`src/rtl/pix_pkg.sv`:
```
package pix_pkg;

  typedef enum logic [1:0] {
    ST_IDLE  = 2'd0,
    ST_ARMED = 2'd1,
    ST_PEND  = 2'd2,
    ST_READ  = 2'd3
  } cell_st_t;

  localparam int unsigned STAMP_LE = 0;
  localparam int unsigned STAMP_TE = 1;
  localparam int unsigned STAMP_N  = 2;

endpackage

```
`src/rtl/pix_edge_det.sv`:
```
module pix_edge_det (
  input  logic clk,
  input  logic rst,
  input  logic lvl_i,
  output logic rise_o,
  output logic fall_o
);

  logic lvl_q;

  always_ff @(posedge clk) begin
    if (rst) lvl_q <= 1'b0;
    else     lvl_q <= lvl_i;
  end

  assign rise_o = lvl_i & ~lvl_q;
  assign fall_o = ~lvl_i & lvl_q;

endmodule

```
`src/rtl/pix_stamp_reg.sv`:
```
module pix_stamp_reg #(
  parameter int unsigned W = 8
) (
  input  logic         clk,
  input  logic         rst,
  input  logic         load_i,
  input  logic [W-1:0] d_i,
  output logic [W-1:0] q_o
);

  always_ff @(posedge clk) begin
    if (rst)         q_o <= '0;
    else if (load_i) q_o <= d_i;
  end

endmodule

```
`src/rtl/pix_cell_fsm.sv`:
```
module pix_cell_fsm
  import pix_pkg::*;
(
  input  logic     clk,
  input  logic     rst,
  input  logic     rise_i,
  input  logic     fall_i,
  input  logic     rd_sel_i,
  output logic     load_le_o,
  output logic     load_te_o,
  output logic     req_o,
  output cell_st_t state_o
);

  cell_st_t state_q, state_d;
  logic     req_q, req_d;

  always_comb begin
    state_d   = state_q;
    req_d     = req_q;
    load_le_o = 1'b0;
    load_te_o = 1'b0;
    unique case (state_q)
      ST_IDLE: begin
        if (rise_i) begin
          load_le_o = 1'b1;
          state_d   = ST_ARMED;
        end
      end
      ST_ARMED: begin
        if (fall_i) begin
          load_te_o = 1'b1;
          req_d     = 1'b1;
          state_d   = ST_PEND;
        end
      end
      ST_PEND: begin
        if (rd_sel_i) state_d = ST_READ;
      end
      ST_READ: begin
        if (!rd_sel_i) begin
          req_d   = 1'b0;
          state_d = ST_IDLE;
        end
      end
      default: state_d = ST_IDLE;
    endcase
  end

  always_ff @(posedge clk) begin
    if (rst) begin
      state_q <= ST_IDLE;
      req_q   <= 1'b0;
    end else begin
      state_q <= state_d;
      req_q   <= req_d;
    end
  end

  assign req_o   = req_q;
  assign state_o = state_q;

  AST_REQ_FROM_FALL: assert property (@(posedge clk) disable iff (rst)
    $rose(req_q) |-> $past(fall_i));

  AST_NO_EARLY_REQ: assert property (@(posedge clk) disable iff (rst)
    (state_q == ST_IDLE || state_q == ST_ARMED) |-> !req_q);

  AST_REQ_HELD: assert property (@(posedge clk) disable iff (rst)
    (state_q == ST_PEND) |=> req_q);

  AST_REQ_DROP: assert property (@(posedge clk) disable iff (rst)
    (state_q == ST_READ && !rd_sel_i) |=> !req_q);

endmodule

```
`src/rtl/pix_stamp_cell.sv`:
```
module pix_stamp_cell
  import pix_pkg::*;
#(
  parameter int unsigned TS_W   = 8,
  parameter int unsigned ROW_W  = 5,
  parameter logic [ROW_W-1:0] ROW_ID = 5'd19
) (
  input  logic             clk,
  input  logic             rst,
  input  logic             hit_i,
  input  logic [TS_W-1:0]  ts_gray_i,
  input  logic             rd_sel_i,
  output logic             req_o,
  output logic [TS_W-1:0]  le_ts_o,
  output logic [TS_W-1:0]  te_ts_o,
  output logic [ROW_W-1:0] row_o
);

  logic                rise, fall;
  logic                load_le, load_te;
  cell_st_t            state;
  logic [STAMP_N-1:0]  load_vec;
  logic [TS_W-1:0]     stamp_q [STAMP_N];

  pix_edge_det u_edge (
    .clk    (clk),
    .rst    (rst),
    .lvl_i  (hit_i),
    .rise_o (rise),
    .fall_o (fall)
  );

  pix_cell_fsm u_fsm (
    .clk       (clk),
    .rst       (rst),
    .rise_i    (rise),
    .fall_i    (fall),
    .rd_sel_i  (rd_sel_i),
    .load_le_o (load_le),
    .load_te_o (load_te),
    .req_o     (req_o),
    .state_o   (state)
  );

  assign load_vec[STAMP_LE] = load_le;
  assign load_vec[STAMP_TE] = load_te;

  for (genvar g = 0; g < STAMP_N; g++) begin : g_stamp
    pix_stamp_reg #(.W(TS_W)) u_reg (
      .clk    (clk),
      .rst    (rst),
      .load_i (load_vec[g]),
      .d_i    (ts_gray_i),
      .q_o    (stamp_q[g])
    );
  end

  assign le_ts_o = stamp_q[STAMP_LE];
  assign te_ts_o = stamp_q[STAMP_TE];
  assign row_o   = ROW_ID;

  AST_LE_CAPTURE: assert property (@(posedge clk) disable iff (rst)
    (state == ST_IDLE && rise) |=> (le_ts_o == $past(ts_gray_i)));

  AST_TE_CAPTURE: assert property (@(posedge clk) disable iff (rst)
    (state == ST_ARMED && fall) |=> (te_ts_o == $past(ts_gray_i) && req_o));

  AST_LE_FROZEN: assert property (@(posedge clk) disable iff (rst)
    (state != ST_IDLE) |=> $stable(le_ts_o));

  AST_TE_FROZEN: assert property (@(posedge clk) disable iff (rst)
    (state == ST_PEND || state == ST_READ) |=> $stable(te_ts_o));

endmodule

```
`config.mk`:
```
export PLATFORM = sky130hd
export DESIGN_NAME = pix_stamp_cell
export DESIGN_NICKNAME = d
export VERILOG_FILES = /design/src/rtl/pix_pkg.sv /design/src/rtl/pix_edge_det.sv /design/src/rtl/pix_stamp_reg.sv /design/src/rtl/pix_cell_fsm.sv /design/src/rtl/pix_stamp_cell.sv
export SDC_FILE = /design/constraint.sdc
export NUM_CORES = 1
export LEC_CHECK = 0
export CORE_MARGIN = 1
export CORE_UTILIZATION = 46
export CTS_CLUSTER_DIAMETER = 50
export DETAILED_ROUTE_END_ITERATION = 7
export PLACE_DENSITY = 0.83
export SLEW_MARGIN = 15
export SYNTH_ARGS = -nofsm -noshare
export SYNTH_HDL_FRONTEND = slang
export SYNTH_HIERARCHICAL = 1
export SYNTH_SLANG_ARGS = --single-unit
```
`constraint.sdc`:
```
create_clock -name clk -period 3.88 [get_ports clk]
set_input_delay 0.776 -clock clk [delete_from_list [all_inputs] [get_ports clk]]
set_output_delay 0.776 -clock clk [all_outputs]
set_load 0.02 [all_outputs]
```
==> results of run 1 <==
-- layout make-up --
| cell class | instances | area, sq um |
|---|---|---|
| Fill cell | 140 | 579 |
| Inverter | 3 | 11.3 |
| Clock buffer | 4 | 36.3 |
| Sequential cell | 20 | 400 |
| Timing Repair Buffer | 28 | 280 |
| Multi-Input combinational cell | 62 | 444 |
| Tap cell | 25 | 31.3 |
-- logic make-up (layout without fill, tap and decap cells) --
group           Yosys count  count (layout)  synth area share (%)
compound gates            6               6                  4.39
fa+ha+maj                 6               6                  8.23
simple gates             27              27                  13.7
other cells               2               5                 0.823
buf+inv                  12              35                  8.64
mux                      18              18                  20.3
flops                    20              20                  43.9
-- layout by cell type (no fill, tap or decap), drive strengths merged --
master         instances
ha                     6
inv                    3
a21oi                  2
conb                   5
o41ai                  1
mux2                   1
o311ai                 1
nand2                  1
dfxtp                 20
nor2                  17
o31ai                  1
or2                    1
clkbuf                 4
and2                   2
clkdlybuf4s50         28
nor2b                  5
or4                    1
mux2i                 17
o21ai                  1
-- registers in the layout, indices dropped and copies added (netlist names) --
| signal | cells |
|---|---|
| g_stamp.u_reg/q_o | 16 |
| u_fsm/state_o | 2 |
| u_edge/lvl_q | 1 |
| u_fsm/req_o | 1 |
-- metal layers --
metal | vias up | share of wire [%]
li1 | 338 | -
met1 | 328 | 43
met2 | 21 | 51
met3 | 0 | 5.3
met4 | 0 | 0
met5 | - | 0
-- how the worst max path moves through the flow --
stage / startpoint / endpoint / slack (ns) / cells after the start
6_report: g_stamp[0].u_reg/q_o[7] / le_ts_o[7] / 1.82 / 1
5_1_grt: hit_i / g_stamp[0].u_reg/q_o[1] / 1.72 / 5
4_1_cts: hit_i / g_stamp[0].u_reg/q_o[1] / 1.80 / 5
3_5_place_dp: hit_i / g_stamp[0].u_reg/q_o[1] / 1.50 / 5
3_3_place_gp: hit_i / g_stamp[0].u_reg/q_o[1] / 1.54 / 5
2_1_floorplan: rd_sel_i / u_fsm/state_o[0] / 2.16 / 3
-- cell usage after synthesis, types with 2 or more instances --
cell type,n
buf_1,2
buf_6,2
inv_1,3
dfxtp_1,20
mux2i_1,17
and2_1,2
buf_4,5
a21oi_1,2
nor2b_1,5
nor2_1,17
ha_1,6
conb_1,2
-- per-stage QoR --
stage / hold WS [ns] / std cells / util, % / worst slack (ns)
after floorplan: 0.488 / 94 / - / 2.16
after global placement: 0.456 / 138 / 65.5 / 1.54
after detailed placement: 0.468 / 138 / 65.5 / 1.50
after CTS: 0.486 / 142 / 67.5 / 1.80
after global routing: 0.535 / 142 / 67.5 / 1.72
final: 0.491 / 142 / 67.5 / 1.82
-- power by group --
| part | internal [uW] | switching [uW] | leakage, uW |
|---|---|---|---|
| registers | 232 | 21.0 | 0.000163 |
| logic | 103 | 112 | 0.000289 |
| clock network | 57.2 | 60.1 | 0.0000210 |
| total | 393 | 193 | 0.000473 |
==> metrics.cfg, run 1 <==
[cts]
cts.repair.resized = 0
holdBufCountCts = 0
path_clk_slew_ns = 0.11
clock_sinks = 20
cts_tree = built
cts_buffer_depth = 2
clkLatencyLatePin_ns = 0.30
cts_buffers = 3
cts_setup_buffers = 0
root_buffer = clkbuf_4
htree_levels = 1

[yosys]
yosysTopAreaCell = dfxtp_1
synth_edf_count = 0
async_flop_share_pct = 0
synth_ff_type = dfxtp_1
synth_area_sq_um = 912
yosys_warnings = 6
synthCells = 91
synth_top_area_share_pct = 43.9
syn_avg_cell_area_sq_um = 10.0
ys_top_cells_by_area = dfxtp_1 (44%), mux2i_1 (19%), ha_1 (8.2%), nor2_1 (7.0%), buf_4 (4.1%)
synth-seq-cells = 20
synth_cell_types = 20
ys_seq_area_share_pct = 43.9

[setup_path]
critPathKind = reg2out
critical-path-top-delay-family = buffers and inverters
max_stage_delay_ns = 0.63
arrival_ns = 1.28
required_ns = 3.10
worst-path-max-fanout = 2
r2r_end = u_fsm/state_o[0]
end_kind = output pin
slowest_stage = clkdlybuf4s50_1
worst_setup_path_start_kind = flop
worstReg2RegStart = u_fsm/state_o[0]
reg2reg_slack_ns = 2.14
cp_num_buf_inv = 1
path_cells = clkdlybuf4s50_1
r2r.worst_path.cells = 5

[grt]
use_met2_pct = 34.4
met1_usage_pct = 21.3
grt_overflow = 0
grt_start_max_net_pins = 21
antenna_found_initial = 0
use_met3_pct = 6.67
grt_pass1_vias = 697
grt_pass1_wl_um = 2930
groute.usage.overall_pct = 19.1
grt_busiest_layer = met2

[floorplan]
ios = 34
die_x_um = 46.5
rows = 15
core_sq_um = 1780
start_util_pct = 51.2
die_area_sq_um = 2170
die_y_um = 46.5

[detailed_routing]
vias_per_cell = 4.84
drcViolationCount = 0
totalWireLength_um = 1690
drt-pass1-iter-count = 3
drtIter0Drc = 7
vias = 687
antenna_left = 0
wl_per_cell_um = 11.9

[finish]
syn_to_final_growth_pct = 32.0
antenna-diode-count = 0
nNetsFinal = 136
drive_above_1_share_pct = 5.13
final_cell_area_sq_um = 1200

[min_path]
whs_path_depth = 2
min_path_type = reg2reg
whs_endpoint = u_fsm/req_o
hold_start = u_fsm/req_o

[sta]
fmax_ghz = 0.486
fin_crit_ns = 2.06
rsz0062_at_grt = no
worst_pin_slew_ns = 0.693
fin_crit_sh_pct = 53.1
fin_tns_setup_ns = 0
finalMaxSlewViolations = 0
slew_headroom_pct = 53.7
skew_ns = 0.00751
hold_viol = 0
setup_viol = 0

[placement]
gp_congestion = 0.775
place_area_sq_um = 1170
port_buffers = 28
place_hpwl_um = 1280

[flow_run]
cap_violations = 0

[run_status]
status = finished clean

[power_and_ir_drop]
power_leakage_uw = 0.000473
p_per_area_nw_per_um2 = 486
power.total_uw = 586
peakVddDrop_mv = 0.309

(Power assumes the default switching activity.)
==> run 2: changes to the inputs <==
--- a/config.mk
+++ b/config.mk
@@ -6,10 +6,10 @@
 export NUM_CORES = 1
 export LEC_CHECK = 0
 export CORE_MARGIN = 1
-export CORE_UTILIZATION = 46
+export CORE_UTILIZATION = 38
 export CTS_CLUSTER_DIAMETER = 50
 export DETAILED_ROUTE_END_ITERATION = 7
-export PLACE_DENSITY = 0.83
+export PLACE_DENSITY = 0.73
 export SLEW_MARGIN = 15
 export SYNTH_ARGS = -nofsm -noshare
 export SYNTH_HDL_FRONTEND = slang
==> constraint.sdc (replaced) <==
create_clock -name clk -period 1.7 [get_ports clk]
set_input_delay 0.34 -clock clk [delete_from_list [all_inputs] [get_ports clk]]
set_output_delay 0.34 -clock clk [all_outputs]
set_load 0.02 [all_outputs]
==> run 2 against run 1 <==
Critical path depth grew 4. Wire length is 3.4% higher. Via count grew 3.2%.
==> metrics.cfg, run 2 (synthesized netlist as in run 1, its figures left out) <==
[power_and_ir_drop]
power.total_uw = 1380  ; +140%
peakVddDrop_mv = 0.626  ; +100%
p_per_area_nw_per_um2 = 1080  ; +120%
power_leakage_uw = 0.000518  ; +9.5%

[cts]
cts_buffers = 3  ; unchanged
cts_setup_buffers = 0  ; unchanged
holdBufCountCts = 0  ; unchanged
cts_buffer_depth = 2  ; unchanged
cts.repair.resized = 0  ; unchanged
clkLatencyLatePin_ns = 0.28  ; -0.02 ns
path_clk_slew_ns = 0.10  ; about the same
htree_levels = 1  ; unchanged
cts_tree = built
clock_sinks = 20  ; unchanged
root_buffer = clkbuf_4

[sta]
skew_ns = 0.00452  ; -0.00299 ns
hold_viol = 0  ; unchanged
fin_crit_sh_pct = 96.3
fin_crit_ns = 1.64
finalMaxSlewViolations = 0  ; unchanged
setup_viol = 0  ; unchanged
fmax_ghz = 0.611
fin_tns_setup_ns = 0  ; unchanged
rsz0062_at_grt = no

[detailed_routing]
drcViolationCount = 0  ; unchanged
antenna_left = 0  ; unchanged
vias = 709  ; +3.2%
met3_length_um = 67  ; -25%
drtIter0Drc = 5  ; -2
wl_met2_um = 929  ; +6.8%
vias_per_cell = 4.63  ; -4.2%
wl_per_cell_um = 11.4  ; -4.1%
wl_met1_um = 754  ; +2.9%
totalWireLength_um = 1750  ; +3.4%
drt-pass1-iter-count = 4  ; +1
topRoutingLayerUsed = met3

[finish]
layout_commonest_cell = clkdlybuf4s50_1
antenna-diode-count = 0  ; unchanged
nNetsFinal = 145  ; +6.6%
top_register = g_stamp.u_reg/q_o
largest_reg_flops = 16  ; unchanged
drive_above_1_share_pct = 12.0  ; +6.9 points
syn_to_final_growth_pct = 39.8
fillers = 213  ; +52%
layout_common_cells = clkdlybuf4s50_1 (28), dfxtp_1 (19), mux2i_1 (17), nor2_1 (17), buf_4 (8)

[floorplan]
die_area_sq_um = 2600  ; +20%
core_sq_um = 2230  ; +25%
die_x_um = 51.0  ; +9.6%
die_y_um = 51.0  ; +9.6%
ios = 34  ; unchanged
rows = 17  ; +2
start_util_pct = 40.8  ; -10 points

[grt]
grt_pass1_wl_um = 2880  ; -1.6%
grt_pass1_vias = 685  ; -1.7%
grt_overflow = 0  ; unchanged
grt_start_max_net_pins = 19  ; -9.5%
groute.usage.overall_pct = 15.1  ; -4.0 points
antenna_found_initial = 0  ; unchanged

[setup_path]
worst_setup_path_start_kind = flop
worstReg2RegStart = u_fsm/state_o[0]
required_ns = 1.92  ; -1.18 ns
end_kind = flop
slowest_stage = or4_1
r2r.worst_path.cells = 5  ; unchanged
path_cells = buf_4 -> ha_1 -> mux2_4 -> or4_1 -> a21oi_1
reg2reg_slack_ns = 0.06  ; -2.08 ns
worst-path-max-fanout = 4  ; +2
arrival_ns = 1.86  ; +0.58 ns
max_stage_delay_ns = 0.49  ; -0.14 ns
critPathKind = reg2reg
r2r_end = u_fsm/state_o[0]

[flow_run]
cap_violations = 0  ; unchanged

[placement]
port_buffers = 28  ; unchanged
place_hpwl_um = 1370  ; +7.3%
gp_congestion = 0.696  ; -10%

[min_path]
whs_path_depth = 2  ; unchanged
whs_endpoint = u_fsm/req_o
min_path_type = reg2reg
hold_start = u_fsm/req_o

[run_status]
status = finished clean

[run 2: changes by cell type in the layout (fill, tap and decap cells not counted), sizes merged]
| cell | change |
|---|---|
| clkbuf | -1 |
| buf | +9 |
[run 2: area by class of cell]
cell class,instances,area [sq um],share of cell area (%)
Timing Repair Buffer,37,360,28.3
Clock buffer,3,22.5,1.77
Tap cell,28,35.0,2.75
Inverter,3,11.3,0.883
Multi-Input combinational cell,62,444,34.8
Sequential cell,20,402,31.5
[run 2: how the worst max path moves through the flow]
stage,start,to,slack (ns)
2_1_floorplan,u_fsm/state_o[0],u_fsm/state_o[0],0.11
4_1_cts,u_fsm/state_o[1],u_fsm/state_o[1],0.04
3_5_place_dp,rd_sel_i,u_fsm/state_o[0],-0.17
3_3_place_gp,rd_sel_i,u_fsm/state_o[0],-0.11
5_1_grt,u_fsm/state_o[0],u_fsm/state_o[0],0.008
6_report,u_fsm/state_o[0],u_fsm/state_o[0],0.06
[run 2: per-layer routing]
layer	global-route usage [%]	up-vias
met3	2.98	0
met1	17.3	331
li1	-	356
met2	27.4	22
met4	5.09	0
met5	0	-
[run 2: per-stage QoR]
stage	std cells	area (sq um)	setup WS [ns]	hold slack, ns	utilization (%)
after global placement	150	1250	-0.106	0.465	56.0
after floorplan	94	923	0.114	0.409	-
after global routing	153	1270	0.00843	0.530	57.1
final	153	1270	0.0627	0.492	57.1
after CTS	153	1270	0.0408	0.502	57.0
after detailed placement	150	1250	-0.166	0.481	56.0
[run 2: worst max-delay path: cells and delay by family (launching register included)]
kind / cells / cell delay, ns
AOI/OAI and AO/OA: 1 / 0.14
and+or+nand+nor: 1 / 0.49
adders and majority gates: 1 / 0.20
muxes: 1 / 0.27
buffers and inverters: 1 / 0.15
DFF: 1 / 0.33
[run 2: power by group]
group | switching (uW) | internal (uW)
Combinational | 290 | 317
Sequential | 39.7 | 532
Clock | 122 | 82.0
==> run 3: changes to the inputs <==
--- a/config.mk
+++ b/config.mk
@@ -9,6 +9,7 @@
 export CORE_UTILIZATION = 38
 export CTS_CLUSTER_DIAMETER = 50
 export DETAILED_ROUTE_END_ITERATION = 7
+export GPL_TIMING_DRIVEN = 0
 export PLACE_DENSITY = 0.73
 export SLEW_MARGIN = 15
 export SYNTH_ARGS = -nofsm -noshare
==> run 3 against run 2 <==
Cell count up 0.65%. Critical path type unchanged. Total power grew 9.6%. Register-to-register slack got worse by 0.02 ns. Sequential cell count did not move. Design area is 2.2% higher. Maximum frequency shrank 1.3%. Core utilization is 1.2 points higher. Non-clock buffer count unchanged. Highest routed layer unchanged. First-iteration DRC count rose by 60%. Critical path depth stayed put.
==> metrics.cfg, run 3 (synthesized netlist as in run 1, its figures left out) <==
[run_status]
status = finished clean

[sta]
hold_viol = 0  ; unchanged
finalMaxSlewViolations = 0  ; unchanged
setup_viol = 0  ; unchanged
finalWorstSetupSlack_ns = 0.0419  ; -0.0208 ns
skew_ns = 0.00421  ; -0.000313 ns
fin_crit_ns = 1.66  ; +0.0208 ns
fin_crit_sh_pct = 97.5  ; +1.2 points
hold_slack_ns = 0.505  ; +0.0126 ns
fmax_ghz = 0.603  ; -1.3%
rsz0062_at_grt = no

[grt]
use_met2_pct = 25.9  ; -1.5 points
grt_start_max_net_pins = 13  ; -6
grt_pass1_wl_um = 2770  ; -4.1%
groute.usage.overall_pct = 14.0  ; -1.1 points
grt_overflow = 0  ; unchanged
antenna_found_initial = 0  ; unchanged
use_met3_pct = 2.98  ; unchanged
met1_usage_pct = 16.4  ; -0.92 points
grt_busiest_layer = met2
grt_pass1_vias = 644  ; -6.0%

[power_and_ir_drop]
p_per_area_nw_per_um2 = 1160  ; +7.3%
peakVddDrop_mv = 0.811  ; +30%
power_leakage_uw = 0.000520  ; +0.27%
power.total_uw = 1510  ; +9.6%

[min_path]
min_path_type = reg2reg

[placement]
place_hpwl_um = 1300  ; -5.1%
gp_congestion = 0.693  ; -0.39%
port_buffers = 28  ; unchanged
placed_cells = 150  ; unchanged
dp_slack_ns = -0.167  ; -0.00126 ns

[setup_path]
setup.worst_path.end = u_fsm/state_o[0]
required_ns = 1.92  ; about the same
worst_setup_path_start_kind = flop
critPathKind = reg2reg
critPathLaunch = u_fsm/state_o[0]
worstReg2RegStart = u_fsm/state_o[0]
reg2reg_slack_ns = 0.04  ; -0.02 ns
worst-path-max-fanout = 5  ; +1
end_kind = flop
r2r.worst_path.cells = 5  ; unchanged
r2r_end = u_fsm/state_o[0]
arrival_ns = 1.88  ; +0.02 ns

[floorplan]
die_area_sq_um = 2600  ; unchanged
start_util_pct = 40.8  ; unchanged
die_y_um = 51.0  ; unchanged
die_x_um = 51.0  ; unchanged
core_sq_um = 2230  ; unchanged
rows = 17  ; unchanged
ios = 34  ; unchanged

[finish]
top_register = g_stamp.u_reg/q_o
nNetsFinal = 145  ; unchanged
layout_common_cells = clkdlybuf4s50_1 (28), dfxtp_1 (19), mux2i_1 (17), nor2_1 (17), ha_1 (6)
largest_reg_flops = 16  ; unchanged
antenna-diode-count = 0  ; unchanged
stdcell_count = 154  ; +0.65%
layout_commonest_cell = clkdlybuf4s50_1
syn_to_final_growth_pct = 42.8
drive_above_1_share_pct = 12.7  ; +0.70 points

[cts]
holdBufCountCts = 0  ; unchanged
clock_sinks = 20  ; unchanged
cts_buffer_depth = 2  ; unchanged
cts_setup_buffers = 0  ; unchanged
root_buffer = clkbuf_4
htree_levels = 1  ; unchanged
path_clk_slew_ns = 0.11  ; about the same
cts_buffers = 3  ; unchanged
clkLatencyLatePin_ns = 0.29  ; about the same
cts_tree = built

[detailed_routing]
wl_per_cell_um = 11.3  ; -1.0%
drt-pass1-iter-count = 4  ; unchanged
drtIter0Drc = 8  ; +3
vias_per_cell = 4.55  ; -1.9%
vias = 700  ; -1.3%
totalWireLength_um = 1740  ; -0.40%
antenna_left = 0  ; unchanged
drcViolationCount = 0  ; unchanged

[flow_run]
cap_violations = 0  ; unchanged

[run 3: worst min-delay path by stage]
stage / cells after the start / endpoint / startpoint
after CTS: 2 / g_stamp[1].u_reg/q_o[1] / g_stamp[1].u_reg/q_o[1]
final: 2 / g_stamp[1].u_reg/q_o[2] / g_stamp[1].u_reg/q_o[2]
after floorplan: 1 / u_fsm/req_o / rst
after global routing: 2 / u_fsm/req_o / u_fsm/req_o
after detailed placement: 2 / g_stamp[1].u_reg/q_o[1] / g_stamp[1].u_reg/q_o[1]
after global placement: 2 / u_fsm/req_o / u_fsm/req_o
[run 3: final cells by class]
cell class / count / area, sq um
Clock inverter: 1 / 30.0
Fill cell: 208 / 931
Inverter: 3 / 11.3
Buffer: 9 / 67.6
Clock buffer: 3 / 22.5
Sequential cell: 20 / 404
Timing Repair Buffer: 28 / 280
Multi-Input combinational cell: 62 / 452
Tap cell: 28 / 35.0
[run 3: power breakdown]
part	internal (uW)	switching [uW]	total, uW	leakage (uW)
logic	281	271	552	0.000328
registers	537	46.9	584	0.000164
clock network	238	140	378	0.0000279
[run 3: critical path: stages, from the launching register on]
cell and delay (ns):
dfxtp_4 0.39, inv_1 0.08, ha_1 0.21, mux2_4 0.29, or4_4 0.49, a21oi_2 0.14
[run 3: timing repair]
item,4_1_cts,5_1_grt
setup endpoints to repair,1,1
resized for setup,1,3
pin swaps,0,1
[run 3: stage by stage]
step	cell area, sq um	TNS [ns]	util, %
6_report	1300	0	58.3
2_1_floorplan	923	0	-
5_1_grt	1300	0	58.3
3_5_place_dp	1240	-0.378	55.5
4_1_cts	1290	0	57.9
3_3_place_gp	1240	-0.145	55.5
[run 3: metal layers]
metal / vias up / part of all wire (%)
li1: 361 / -
met3: 0 / 5.6
met4: 0 / 0
met1: 317 / 44
met2: 22 / 50
met5: - / 0
